**src/rtl/rx_frame_decap.sv**
```systemverilog
module rx_frame_decap #(
  parameter int          TAIL    = 4,
  parameter logic [31:0] RESIDUE = 32'hDEBB20E3,
  parameter logic [15:0] LEN_MAX = 16'h05DC
) (
  input  logic       clk,
  input  logic       rst_n,
  input  logic       sym_en,
  input  logic [1:0] sym_kind,
  input  logic [7:0] sym_byte,
  output logic       frm_valid,
  output logic [7:0] frm_byte,
  output logic       frm_last,
  output logic       frm_crc_bad,
  output logic       frm_is_length
);
  localparam int          D    = TAIL + 1;
  localparam int          FW   = $clog2(D + 1);
  localparam logic [FW-1:0] FULL = FW'(D);
  localparam logic [31:0] POLY = 32'hEDB88320;
  localparam logic [1:0]  K_IDLE = 2'd0, K_DATA = 2'd1, K_JK = 2'd2, K_TR = 2'd3;

  typedef enum logic [1:0] {HUNT, PRE, BODY} st_t;

  st_t             st;
  logic [7:0]      sh [D];
  logic [FW-1:0]   fill;
  logic [31:0]     crc;
  logic [3:0]      idx;
  logic [15:0]     lt;

  function automatic logic [31:0] crc_step(input logic [31:0] c, input logic [7:0] b);
    logic [31:0] r;
    r = c ^ {24'h0, b};
    for (int i = 0; i < 8; i++) r = r[0] ? ((r >> 1) ^ POLY) : (r >> 1);
    return r;
  endfunction

  wire is_data = sym_kind == K_DATA;
  wire full    = fill == FULL;

  always_ff @(posedge clk) begin
    if (!rst_n) begin
      st            <= HUNT;
      fill          <= '0;
      crc           <= '1;
      idx           <= '0;
      lt            <= '0;
      frm_valid     <= 1'b0;
      frm_byte      <= '0;
      frm_last      <= 1'b0;
      frm_crc_bad   <= 1'b0;
      frm_is_length <= 1'b0;
      for (int i = 0; i < D; i++) sh[i] <= '0;
    end else begin
      frm_valid     <= 1'b0;
      frm_last      <= 1'b0;
      frm_crc_bad   <= 1'b0;
      frm_is_length <= 1'b0;
      if (sym_en) begin
        case (st)
          HUNT: if (sym_kind == K_JK) st <= PRE;
          PRE: begin
            if (sym_kind == K_JK) st <= PRE;
            else if (is_data && sym_byte == 8'hAA) st <= PRE;
            else if (is_data && sym_byte == 8'hAB) begin
              st   <= BODY;
              fill <= '0;
              crc  <= '1;
              idx  <= '0;
              lt   <= '0;
            end else st <= HUNT;
          end
          BODY: begin
            if (is_data) begin
              for (int i = D - 1; i > 0; i--) sh[i] <= sh[i-1];
              sh[0] <= sym_byte;
              crc   <= crc_step(crc, sym_byte);
              if (idx != 4'd14) idx <= idx + 4'd1;
              if (idx == 4'd12) lt[15:8] <= sym_byte;
              if (idx == 4'd13) lt[7:0]  <= sym_byte;
              if (full) begin
                frm_valid <= 1'b1;
                frm_byte  <= sh[D-1];
              end else fill <= fill + 1'b1;
            end else begin
              if (full) begin
                frm_valid     <= 1'b1;
                frm_byte      <= sh[D-1];
                frm_last      <= 1'b1;
                frm_crc_bad   <= (sym_kind != K_TR) || (crc != RESIDUE);
                frm_is_length <= lt <= LEN_MAX;
              end
              fill <= '0;
              st   <= (sym_kind == K_JK) ? PRE : HUNT;
            end
          end
          default: st <= HUNT;
        endcase
      end
    end
  end

  wire unused_idle = (sym_kind == K_IDLE);
endmodule

```
**config.mk**
```make
export PLATFORM = sky130hd
export DESIGN_NAME = rx_frame_decap
export DESIGN_NICKNAME = d
export VERILOG_FILES = /design/src/rtl/rx_frame_decap.sv
export SDC_FILE = /design/constraint.sdc
export NUM_CORES = 1
export LEC_CHECK = 0
export ABC_AREA = 1
export CAP_MARGIN = 20
export CORE_ASPECT_RATIO = 0.6
export CORE_MARGIN = 1.5
export CORE_UTILIZATION = 65
export CTS_BUF_LIST = sky130_fd_sc_hd__clkbuf_16
export CTS_CLUSTER_DIAMETER = 40
export DETAILED_ROUTE_END_ITERATION = 8
export PLACE_DENSITY = 0.83
export SLEW_MARGIN = 20
export SYNTH_ARGS = -nofsm -noshare
export SYNTH_HDL_FRONTEND = slang
export SYNTH_SLANG_ARGS = --single-unit
```
**constraint.sdc**
```tcl
create_clock -name clk -period 10.68 [get_ports clk]
set_clock_uncertainty 0.05 [all_clocks]
set_input_delay 2.67 -clock clk [delete_from_list [all_inputs] [get_ports clk]]
set_output_delay 2.67 -clock clk [all_outputs]
set_load 0.02 [all_outputs]
```
## Word level (Yosys, flattened, before mapping)

Memories as Yosys holds them, arrays and structs flattened. A register that Yosys moved wholly into a read port is not among the register bits.
Index checks and enable logic that the tools add are counted.

| word-level totals | value |
|---|---|
| bits in registers | 61 |
| word-level logic and storage cells | 121 |
| RAM bits | 40 |
| memories | 1 |

| cells by class | value |
|---|---|
| order comparisons | 1 |
| bitwise gates (word level) | 18 |
| add/sub/neg operators | 2 |
| reduce and logical (&&, ||, !) cells | 16 |
| eq/ne operators | 22 |
| muxes and demuxes | 51 |

Memory list:

| name | depth | bits a word | rd ports | clocked after memory_dff | wr ports | RTL line | RTL |
|---|---|---|---|---|---|---|---|
| sh | 5 | 8 | 5 | 1 | 5 | 26 | `logic [7:0] sh [D];` |

Operators with widths:

| kind | number |
|---|---|
| two-way mux 32 bit | 12 |
| NOT 13 -> 14 bit | 8 |
| two-way mux 16 bit | 4 |
| case mux 32 bit (2 select lines) | 1 |
| two-way mux 8 bit | 7 |
| != test 32 bit (second input constant) | 1 |
| case mux 16 bit (2 select lines) | 1 |
| XOR 32 x 8 -> 32 bit | 1 |
| AND reduction 7 bit | 3 |
| two-way mux 4 bit | 5 |
| != test 2 bit (second input constant) | 10 |
| equality test 8 bit (second input constant) | 2 |
| less-or-equal comparator 16 x 11 -> 1 bit (second input constant) | 1 |
| two-way mux 3 bit | 5 |
| AND reduction 6 bit | 2 |
| two-way mux 2 bit | 5 |
| AND reduction 3 bit | 3 |
| equality test 4 bit (second input constant) | 2 |
| two-way mux 1 bit | 8 |
| case mux 4 bit (2 select lines) | 1 |
| case mux 2 bit (3 select lines) | 1 |
| case mux 3 bit (2 select lines) | 1 |
| bitwise OR 1 bit | 5 |
| OR reduction 5 bit | 1 |
| 14 further kinds | 20 |

## Depth between registers and ports, before layout

| depth | value |
|---|---|
| depth after elaboration | 19 |
| mapped depth | 13 |
| depth with buffers taken out | 13 |

## Worst setup path after synthesis

Ideal clock, no wire load.

| timing path | value |
|---|---|
| path type | input-to-reg |
| from | input sym_kind[1] |
| to | memory sh[0][0] (enable) |
| data arrival time | 5.899 ns |
| setup slack | 4.239 ns |
| path buffers | 0 |
| cell stages on the path | 5 |
| data required time | 10.137 ns |
| cells stage by stage | inv_1 > nand2_1 > nor2_1 > inv_1 > o21ai_0 |

RTL lines:

| item | RTL line | RTL |
|---|---|---|
| start, declared | 9 | `input logic [1:0] sym_kind,` |
| end, declared | 26 |  |

## Worst setup path in the final report

| timing path | value |
|---|---|
| from | input sym_byte[0] |
| to | register crc[4] |

| on the way | value |
|---|---|
| longest elaborated chain between the ends | 11 |

RTL lines:

| item | RTL line | RTL |
|---|---|---|
| start, declared | 10 | `input logic [7:0] sym_byte,` |
| XOR 32 x 8 -> 32 bit | 34 | `r = c ^ {24'h0, b};` |
| two-way mux 32 bit (8 in a row) | 35 | `for (int i = 0; i < 8; i++) r = r[0] ? ((r >> 1) ^ POLY) : (r >> 1);` |
| two-way mux 32 bit | 75 | `if (is_data) begin` |
| case mux 32 bit (2 select lines) | 61 | `case (st)` |
| end signal, assigned | 78 | `crc <= crc_step(crc, sym_byte);` |
| end, declared | 28 | `logic [31:0] crc;` |

Several ways; a longest one is shown, not always the timed one. The select of a mux whose other input is x is not followed.
A chain may end at the register's enable or synchronous reset.

==> reports/qor.txt <==
total number of vias -> 5289
Critical Path End -> crc[4]
post-synthesis cell area -> 5619 um^2
First DRT Iteration DRCs -> 841
outcome -> completed
NumNets Final -> 809
critical path startpoint category -> primary input
Reg clk slew, reported paths -> 0.08 ns
CP startpoint -> sym_byte[0]
Die Area -> 9230 um^2
leakage power -> 2.740 nW
TritonCTS clock tree -> yes
largest net degree at the start of global routing -> 47
max_slew headroom -> 46.48%
Hold Path Class -> flip-flop to flip-flop
Critical Path AT -> 5.73 ns
Seq/Total Area, Yosys -> 45.96%
Longest Clk Path Bufs -> 2
Die W -> 123.0 um
hold buffer count at cts -> 0
Crit Path Max Fanout -> 36
worst reg-to-reg path cell count -> 8
global-route wire length before repair -> 22850 um
Max-Cap Viols -> 0
ANT nets after route -> 0
top cell type's share of synthesized area -> 24.58%
drt wl/cell -> 16.17 um
H-tree depth -> 3
area of the multi-input gates -> 2626 um^2
Final TNS setup -> 0 ns
post-route cell area -> 6248 um^2
share of cells above drive strength 1 -> 4.277%
worst path required time -> 10.93 ns
crit share post-route -> 51.26%
I/O Pins -> 25
later-pin clock latency in the skew report -> 0.36 ns
R2R Setup Slk -> 7.89 ns
grt total ovfl -> 0
synthesized flop and latch total -> 109
Final setup viols -> 0
FILL cells -> 656
reg-to-reg critical path endpoint -> crc[4]
worst slew pin tran -> 0.7998 ns
Power Density -> 146.5 nW/um^2
# clock sinks -> 109
Worst R2R Start -> st[1]
cells resized by post-CTS repair -> 0
Synth warnings -> 0
DIE HEIGHT -> 75.02 um
dpl hpwl -> 10290 um
Fmax -> 182.7 MHz
cells after synthesis -> 775
total track usage -> 32.99%
kind of end point of the critical path -> flip-flop
Non-Filler Instances -> 907
core area -> 8458 um^2
CTS buffer count -> 9
Area Growth Syn to Fin -> 11.20%
Via-to-Cell Ratio -> 5.831
Hold Slack -> 0.4158 ns
DRC viols -> 0
number of setup buffers added after CTS -> 0
initial antenna violation count -> 0
VDD IR max -> 88.88 uV
CTS root buf -> clkbuf_16
port bufs -> 24
Rows -> 26
Hold Fails Final Rpt -> 0
critical path class -> primary input to flip-flop
Synthesized Nets -> 794
Starting Density -> 66.43%
routed wire length -> 14670 um
max-slew violations -> 0
Diodes inserted -> 0
vias in the first global route -> 4607
first drt pass iteration count -> 6
RSZ-0062 raised after global routing -> no
FF+latch area -> 2582 um^2
Final GP Congestion -> 0.9218
crit path time final -> 5.475 ns
library cell with the largest summed area after synthesis -> dfxtp_1
Syn Area/Cell -> 7.251 um^2
Yosys cell types -> 29
Tot Pwr -> 915.2 uW
# placed instances -> 891
Area after DPL -> 5934 um^2
top post-synthesis cells by area -> dfxtp_1 25%, edfxtp_1 21%, nand2_1 16%
worst max-delay path, cell delays in order:
cell,delay (ns)
clkdlybuf4s50_1,0.57
inv_2,0.09
nor3_2,0.20
nand3_1,0.16
a21oi_4,0.53
nand2_2,0.59
inv_2,0.59
o21ai_0,0.19
nand2_1,0.11
worst min-delay path by stage:
stage | end | startpoint | slack (ns) | cells after the start
after floorplan | frm_is_length | lt[10] | 0.36 | 1
after global placement | frm_is_length | lt[10] | 0.37 | 1
after detailed placement | frm_is_length | lt[10] | 0.39 | 1
after CTS | frm_is_length | lt[10] | 0.40 | 1
after global routing | frm_is_length | lt[10] | 0.43 | 1
final | frm_is_length | lt[10] | 0.42 | 1
kinds of logic (layout without fill, tap and decap cells):
logic type                 after synthesis  after routing  synth area share, %
and+or+nand+nor                        417            417                30.82
adders and majority gates                6              6                1.336
DFF                                    109            109                45.96
xor gates and xnor gates                29             29                4.520
buffers and inverters                  109            129                7.504
AOI/OAI and AO/OA                      105            105                9.864
Yosys cell counts:
library cell,n
nand2_1,236
nor2_1,81
inv_1,80
dfxtp_1,69
nand3_1,67
a21oi_1,64
edfxtp_1,40
o21ai_0,32
xor2_1,24
clkbuf_1,15
nand4_1,11
nor3_1,7
ha_1,6
inv_2,6
xnor2_1,5
a31oi_1,4
buf_2,4
nor4_1,4
nand2_2,3
nor2_2,3
buf_1,2
buf_4,2
nor3_2,2
o211ai_1,2
or2_2,2
a21oi_4,1
a41o_1,1
nand3b_1,1
o21bai_1,1
routing by layer:
layer	global-route usage (%)	vias to the layer above	wire (um)
met2	47.90	296	6058
met1	46.62	2425	6481
li1	-	2533	-
met5	0	-	0
met3	12.12	35	1918
met4	9.323	0	209
per-stage QoR:
step,util [%],worst slack (ns)
3_5_place_dp,70.16,4.968
6_report,73.88,5.205
3_3_place_gp,70.16,5.053
4_1_cts,73.88,5.320
2_1_floorplan,-,4.239
5_1_grt,73.88,4.939
state kept, by name (all words and copies together) (netlist names):
name / flops
fill: 3
sh: 40
frm_is_length: 1
frm_last: 1
frm_crc_bad: 1
idx: 4
frm_byte: 8
st: 2
frm_valid: 1
lt: 16
crc: 32
power breakdown:
part / switching [mW] / internal [mW]
registers: 0.00601 / 0.438
clock network: 0.152 / 0.204
logic: 0.0812 / 0.0331
layout by cell type, fill, tap and decap left out, types with 24 or more instances in the layout:
cell type	instances
a21oi_1	64
dfxtp_1	69
edfxtp_1	40
clkdlybuf4s50_1	24
nand3_1	67
nor2_1	81
o21ai_0	31
nand2_1	236
inv_1	81
xor2_1	24
cell type report:
type	instances	share of cell area, %
clock buffers	9	3.604
flip-flops and latches	109	41.33
clock inverters	7	1.422
repair buffers	27	4.205
well taps	112	2.243
multi-input cells	557	42.03
inverters	86	5.166
No activity file was read; power rests on OpenSTA's default activity.
